===== config.mk =====
export PLATFORM = sky130hd
export DESIGN_NAME = core_b_rst_pwr_ctl
export DESIGN_NICKNAME = d
export VERILOG_FILES = /design/src/rtl/core_b_pkg.sv /design/src/rtl/core_b_ctl_regs.sv /design/src/rtl/core_b_evt_sticky.sv /design/src/rtl/core_b_clk_pm.sv /design/src/rtl/core_b_rst_pwr_ctl.sv
export SDC_FILE = /design/constraint.sdc
export NUM_CORES = 1
export LEC_CHECK = 0
export BUFFER_PORTS_ARGS = -buffer_cell sky130_fd_sc_hd__clkbuf_2
export CAP_MARGIN = 20
export CORE_AREA = 2 2 52 54
export DETAILED_ROUTE_END_ITERATION = 8
export DIE_AREA = 0 0 54 56
export PLACE_DENSITY = 0.71
export SLEW_MARGIN = 5
export SYNTH_ARGS = -nofsm -noshare
export SYNTH_HDL_FRONTEND = slang
export SYNTH_HIERARCHICAL = 1
export SYNTH_SLANG_ARGS = --single-unit

===== constraint.sdc =====
create_clock -name clk_i -period 1 [get_ports clk_i]
set_input_delay 0.1 -clock clk_i [delete_from_list [all_inputs] [get_ports clk_i]]
set_output_delay 0.1 -clock clk_i [all_outputs]
set_load 0.05 [all_outputs]

===== src/rtl/core_b_pkg.sv =====
package core_b_pkg;
  localparam int BOOT_W = 2;
  localparam int CTL_W  = 4 + BOOT_W;
  localparam int N_EVT  = 4;

  // status / enable bit positions
  localparam int EV_EXIT  = 0;
  localparam int EV_ENTER = 1;
  localparam int EV_UNIT  = 2;
  localparam int EV_HWREQ = 3;

  typedef struct packed {
    logic [BOOT_W-1:0] boot_sel;
    logic              clk_keep;
    logic              hold_rst;
    logic              req_mask;
    logic              force_rst;
  } core_ctl_t;
endpackage


===== src/rtl/core_b_ctl_regs.sv =====
module core_b_ctl_regs
  import core_b_pkg::*;
(
  input  logic             clk_i,
  input  logic             rst_ni,
  input  logic             ctl_we_i,
  input  logic [CTL_W-1:0] ctl_wdata_i,
  input  logic             ien_we_i,
  input  logic [N_EVT-1:0] ien_wdata_i,
  output core_ctl_t        ctl_o,
  output logic [N_EVT-1:0] ien_o
);
  core_ctl_t        ctl_q;
  logic [N_EVT-1:0] ien_q;

  always_ff @(posedge clk_i or negedge rst_ni) begin
    if (!rst_ni) begin
      ctl_q <= '0;
      ien_q <= '0;
    end else begin
      if (ctl_we_i) ctl_q <= core_ctl_t'(ctl_wdata_i);
      if (ien_we_i) ien_q <= ien_wdata_i;
    end
  end

  assign ctl_o = ctl_q;
  assign ien_o = ien_q;
endmodule


===== src/rtl/core_b_evt_sticky.sv =====
module core_b_evt_sticky #(
  parameter int N = 4
) (
  input  logic         clk_i,
  input  logic         rst_ni,
  input  logic [N-1:0] evt_i,
  input  logic [N-1:0] qual_i,
  input  logic [N-1:0] clr_i,
  output logic [N-1:0] rise_o,
  output logic [N-1:0] sts_o
);
  for (genvar i = 0; i < N; i++) begin : g_evt
    logic prev_q;
    logic sts_q;
    logic rise;

    assign rise = evt_i[i] & ~prev_q & qual_i[i];

    always_ff @(posedge clk_i or negedge rst_ni) begin
      if (!rst_ni) begin
        prev_q <= 1'b0;
        sts_q  <= 1'b0;
      end else begin
        prev_q <= evt_i[i];
        // set takes priority over clear
        sts_q  <= rise | (sts_q & ~clr_i[i]);
      end
    end

    assign rise_o[i] = rise;
    assign sts_o[i]  = sts_q;
  end
endmodule


===== src/rtl/core_b_clk_pm.sv =====
module core_b_clk_pm #(
  parameter int PM_W = 3
) (
  input  logic            clk_i,
  input  logic            rst_ni,
  input  logic            keep_i,
  input  logic            a_stop_i,
  input  logic            b_stop_i,
  input  logic [PM_W-1:0] pmode_i,
  output logic            clk_en_o,
  output logic [PM_W-1:0] pmode_o
);
  logic [PM_W-1:0] pmode_q;

  // keep-alive lasts until A stops too
  assign clk_en_o = ~b_stop_i | (keep_i & ~a_stop_i);

  always_ff @(posedge clk_i or negedge rst_ni) begin
    if (!rst_ni) pmode_q <= '0;
    else         pmode_q <= pmode_i;
  end

  assign pmode_o = pmode_q;
endmodule


===== src/rtl/core_b_rst_pwr_ctl.sv =====
module core_b_rst_pwr_ctl
  import core_b_pkg::*;
#(
  parameter int PM_W = 3
) (
  input  logic                    clk_i,
  input  logic                    rst_ni,
  input  logic                    ctl_we_i,
  input  logic [CTL_W-1:0]        ctl_wdata_i,
  input  logic                    ien_we_i,
  input  logic [N_EVT-1:0]        ien_wdata_i,
  input  logic [N_EVT-1:0]        sts_clr_i,
  input  logic                    b_rst_req_i,
  input  logic                    b_unit_rst_i,
  input  logic                    b_rst_enter_i,
  input  logic                    b_rst_exit_i,
  input  logic [PM_W-1:0]         b_pmode_i,
  input  logic                    a_stop_i,
  input  logic                    b_stop_i,
  output logic                    b_rst_o,
  output logic [BOOT_W-1:0]       b_boot_o,
  output logic                    b_clk_en_o,
  output logic                    a_rst_req_o,
  output logic [N_EVT-1:0]        sts_o,
  output logic [PM_W-1:0]         pmode_o,
  output logic                    irq_o
);
  core_ctl_t        ctl;
  logic [N_EVT-1:0] ien;
  logic [N_EVT-1:0] evt;
  logic [N_EVT-1:0] qual;
  logic [N_EVT-1:0] rise;
  logic [N_EVT-1:0] sts;
  logic             b_rst;
  logic [BOOT_W-1:0] boot_q;
  logic             a_req_q;
  logic             req_mask_w;
  logic             hold_w;

  core_b_ctl_regs u_regs (
    .clk_i       (clk_i),
    .rst_ni      (rst_ni),
    .ctl_we_i    (ctl_we_i),
    .ctl_wdata_i (ctl_wdata_i),
    .ien_we_i    (ien_we_i),
    .ien_wdata_i (ien_wdata_i),
    .ctl_o       (ctl),
    .ien_o       (ien)
  );

  always_comb begin
    evt           = '0;
    evt[EV_EXIT]  = b_rst_exit_i;
    evt[EV_ENTER] = b_rst_enter_i;
    evt[EV_UNIT]  = b_unit_rst_i;
    evt[EV_HWREQ] = b_rst_req_i;
    qual           = '1;
    qual[EV_HWREQ] = ~ctl.req_mask;
  end

  core_b_evt_sticky #(.N(N_EVT)) u_evt (
    .clk_i  (clk_i),
    .rst_ni (rst_ni),
    .evt_i  (evt),
    .qual_i (qual),
    .clr_i  (sts_clr_i),
    .rise_o (rise),
    .sts_o  (sts)
  );

  core_b_clk_pm #(.PM_W(PM_W)) u_clk_pm (
    .clk_i    (clk_i),
    .rst_ni   (rst_ni),
    .keep_i   (ctl.clk_keep),
    .a_stop_i (a_stop_i),
    .b_stop_i (b_stop_i),
    .pmode_i  (b_pmode_i),
    .clk_en_o (b_clk_en_o),
    .pmode_o  (pmode_o)
  );

  assign b_rst = ctl.force_rst | ctl.hold_rst | b_unit_rst_i;

  // boot code tracks the field while in reset, frozen once released
  always_ff @(posedge clk_i or negedge rst_ni) begin
    if (!rst_ni) begin
      boot_q  <= '0;
      a_req_q <= 1'b0;
    end else begin
      if (b_rst) boot_q <= ctl.boot_sel;
      a_req_q <= rise[EV_HWREQ];
    end
  end

  assign req_mask_w  = ctl.req_mask;
  assign hold_w      = ctl.hold_rst;
  assign b_rst_o     = b_rst;
  assign b_boot_o    = boot_q;
  assign a_rst_req_o = a_req_q;
  assign sts_o       = sts;
  assign irq_o       = |(sts & ien);
endmodule


Yosys cells after proc, flatten, opt, wreduce, memory -nomap -nowiden
Index checks and enable logic that the tools add are counted.
{"block": "totals", "latchBits": 0, "n_memories": 0, "input_bits": 27, "ff_bits": 24, "ramBits": 0, "mem_bits_ro": 0}
{"block": "classes", "n_mux": 0, "bitwise": 29, "n_lt_le_gt_ge": 0, "mul": 0, "addsub": 0, "n_eq_ne": 0, "n_div": 0, "reduce_logical": 1, "n_shift": 0}
{"cell": "$not 1->1", "count": 11}
{"cell": "$and 1x1->1", "count": 10}
{"cell": "$or 1x1->1", "count": 7}
{"cell": "$and 4x4->4", "count": 1}
{"cell": "$reduce_or 4->1", "count": 1}

Longest topological paths before layout
{"block": "logic_depth", "word_depth": 4, "depth_mapped": 4, "mapped_depth_nobuf": 3}

Modules after synthesis
The synthesis kept the hierarchy.
{"module": "core_b_ctl_regs", "area_each_um2": 396.6, "n_inst": 1, "seq_area_each_um2": 250.2, "cells_each": 21}
{"module": "core_b_evt_sticky", "area_each_um2": 355.3, "n_inst": 1, "seq_area_each_um2": 200.2, "cells_each": 32}
{"module": "core_b_rst_pwr_ctl", "area_each_um2": 142.6, "n_inst": 1, "seq_area_each_um2": 75.1, "cells_each": 11}
{"module": "core_b_clk_pm", "area_each_um2": 87.6, "n_inst": 1, "seq_area_each_um2": 75.1, "cells_each": 5}

Worst setup path after synthesis
OpenSTA, ideal clock, no wires.
{"block": "synth_timing", "kind": "reg-to-reg", "start": "register u_regs.ctl_q, in the netlist u_regs/ctl_o[2]", "end": "register boot_q[0], in the netlist b_boot_o[0]", "setup_slack_ps": -265, "stages_incl_launch_ff": 3, "setup_ps": 125, "arrival_ps": 1140, "period_less_slack_ps": 1265, "path_cell_list": "dfrtp_1 -> or3_4 -> mux2_4"}
{"block": "synth_between", "elab_chain_len": 2}
{"item": "start: declaration", "line": "core_b_ctl_regs.sv:13", "source": "core_ctl_t ctl_q;"}
{"item": "start signal: assignment", "line": "core_b_ctl_regs.sv:21", "source": "if (ctl_we_i) ctl_q <= core_ctl_t'(ctl_wdata_i);"}
{"item": "$or 1x1->1 (2 in a row)", "line": "core_b_rst_pwr_ctl.sv:82", "source": "assign b_rst = ctl.force_rst | ctl.hold_rst | b_unit_rst_i;"}
{"item": "via b_rst_o", "line": "core_b_rst_pwr_ctl.sv:20", "source": "output logic b_rst_o,"}
{"item": "end signal: assignment", "line": "core_b_rst_pwr_ctl.sv:90", "source": "if (b_rst) boot_q <= ctl.boot_sel;"}
{"item": "end: declaration", "line": "core_b_rst_pwr_ctl.sv:35", "source": "logic [BOOT_W-1:0] boot_q;"}
The timed path passes the listed nets, and every way through them passes these cells.
A chain may end at the register's enable or synchronous reset.

Worst setup path in the final report
{"block": "layout_timing", "start": "register u_regs.ctl_q, in the netlist u_regs/ctl_o[2]", "end": "output port b_rst_o"}
{"block": "layout_between", "elab_chain_len": 2}
{"item": "$or 1x1->1 (2 in a row)", "line": "core_b_rst_pwr_ctl.sv:82"}
{"item": "end: declaration", "line": "core_b_rst_pwr_ctl.sv:20"}
No other way between the ends.

==> results.py <==
metrics = {
    "die": {
        "start_util_pct": 39.0,
        "fp-row-count": 18,
        "die_area_sq_um": 3020,
        "die_w_um": 54,
        "core_sq_um": 2430,
        "num_io_pins": 40,
        "die_height_um": 56,
    },
    "worst_setup_path": {
        "critPathLaunchType": "register",
        "max_stage_delay_ns": 0.40,
        "crit_chain": "or3_4 -> clkbuf_16",
        "crit_arrival_ns": 1.26,
        "cp.required_ns": 0.90,
        "crit_buf_inv": 1,
        "critical-path-top-delay-family": "flip-flops",
        "crit_path_start": "u_regs/ctl_o[2]",
        "crit_fanout": 2,
        "endpoint_kind": "primary output",
        "crit_slowest_cell": "dfrtp_1",
        "r2r_start": "u_regs/ctl_o[2]",
        "critPathKind": "register to primary output",
    },
    "clocking": {
        "cts_max_level": 1,
        "root_buffer": "clkbuf_4",
        "cts.sinks": 24,
        "clock_latency_ns": 0.30,
        "cts_buffers": 3,
        "clk_pin_slew_ns": 0.12,
        "cts_buffer_depth": 2,
        "cts_tree": "yes",
    },
    "timing": {
        "setup_viol_count_final": 9,
        "finalCriticalPeriod_ns": 1.36,
        "clock.fmax_ghz": 0.734,
        "skew_ns": 0.00639,
        "hold_viol": 0,
        "slew_viol_final": 0,
        "rsz0062_at_grt": "true",
        "fin_crit_sh_pct": 136,
        "fin_ws_ns": -0.362,
    },
    "drt": {
        "viasPerCell": 4.41,
        "final_antenna_net_count": 0,
        "dr.pass1.iters": 2,
        "routedWlPerCell_um": 12.3,
        "drcViolationCount": 0,
        "vias": 674,
        "drt_iter0_drc": 1,
        "wl_um": 1880,
    },
    "cells_and_area": {
        "fin_area_sq_um": 1550,
        "regArea_sq_um": 601,
        "fin_util_pct": 63.6,
        "nNetsFinal": 152,
        "syn_to_final_growth_pct": 63.1,
        "drive_gt1_share_pct": 60.2,
        "fill_cells": 196,
        "multiInputGateArea_sq_um": 302,
        "diodes": 0,
    },
    "global_routing": {
        "grt_max_degree": 25,
        "antenna_found_initial": 0,
        "grt_pass1_vias": 735,
        "grt_usage_pct": 14.3,
        "grt_pass1_wl_um": 3130,
        "grt_overflow": 0,
    },
    "synth": {
        "syn_area_per_cell_sq_um": 15.1,
        "synthCells": 63,
        "synth_area_sq_um": 948,
        "ys_warn_count": 6,
    },
    "hold_path": {
        "worstHoldStart": "ctl_wdata_i[1]",
        "hp-class": "input port to register",
    },
    "power_and_ir_drop": {
        "worst_ir_drop_vdd_v": 0.000872,
        "total_power_mw": 2.17,
        "power.density_nw_per_um2": 1400,
        "power_leakage_nw": 0.771,
    },
    "outcome": {
        "status": "finished with violations",
        "failed_checks": "setup timing",
    },
    "place": {
        "dpl.hpwl_um": 1210,
        "place_congestion": 0.607,
        "place_area_sq_um": 1190,
        "place.port_buffers": 39,
    },
    "run": {
        "drv_cap": 0,
    },
}
-- metrics by stage --
stage / setup slack [ns] / TNS [ns] / hold WS (ns) / cells
2_1_floorplan: -0.265 / -0.531 / -0.196 / 65
3_3_place_gp: -0.160 / -0.410 / 0.0927 / 132
3_5_place_dp: -0.188 / -0.482 / 0.105 / 132
4_1_cts: -0.395 / -1.92 / 0.000720 / 150
5_1_grt: -0.416 / -2.20 / 0.00692 / 153
6_report: -0.362 / -1.77 / 0.0165 / 153
-- path summary, 6_finish.rpt --
check                                       end  slack, ns  depth (start not counted)
min in group asynchronous  u_evt/g_evt[1].sts_q       0.30                          3
hold reg to reg            u_evt/g_evt[2].sts_q       0.44                          1
hold / removal                  u_regs/ctl_o[1]       0.02                          2
setup reg to reg                    b_boot_o[0]      -0.33                          3
max in group asynchronous           b_boot_o[0]       0.47                          3
setup / recovery                        b_rst_o      -0.36                          2
-- worst reg2reg max path, stage by stage (launching register included) --
cell     delay [ns]
dfrtp_1        0.40
or3_4          0.38
buf_4          0.16
mux2_4         0.29
-- layout by cell type, fill, tap and decap left out, drive strengths merged --
| cell | instances |
|---|---|
| buf | 20 |
| or3 | 1 |
| o22ai | 4 |
| clkbuf | 32 |
| dfrtp | 24 |
| nand2 | 5 |
| nor2 | 1 |
| o21ai | 1 |
| mux2 | 12 |
| a22oi | 2 |
| conb | 3 |
| dlygate4sd3 | 12 |
| inv | 6 |
-- per-layer routing --
metal	vias to the layer above	GRT usage [%]	wire length (um)
met1	318	15.5	685
met2	31	25.1	996
li1	321	-	-
met3	4	3.49	159
met5	-	0	0
met4	0	6.43	34
-- report_power, final --
group / switching (mW) / total (mW) / internal [mW]
registers: 0.0599 / 1.11 / 1.05
logic: 0.303 / 0.659 / 0.357
clock network: 0.258 / 0.398 / 0.141
-- registers in the layout, summed over array words and instances, names as in the netlist --
signal              flops
u_regs/ien_o            4
b_boot_o                2
u_evt/g_evt.sts_q       4
u_evt/g_evt.prev_q      4
u_regs/ctl_o            6
a_rst_req_o             1
u_clk_pm/pmode_o        3
-- area by class of cell --
class / instances / area share (%)
Tap cell: 30 / 2.43
Inverter: 6 / 1.46
Sequential cell: 24 / 38.8
Clock buffer: 3 / 1.46
Multi-Input combinational cell: 29 / 19.5
Timing Repair Buffer: 61 / 36.3
-- timing repair --
item | CTS | global route
endpoints found under the setup margin | 15 | 15
pin swaps | 2 | 2
hold buffers | 12 | 0
hold endpoints to repair | 35 | 0
gates resized for setup | 31 | 13
setup buffers | 3 | 4
No activity file was read; power rests on OpenSTA's default activity.
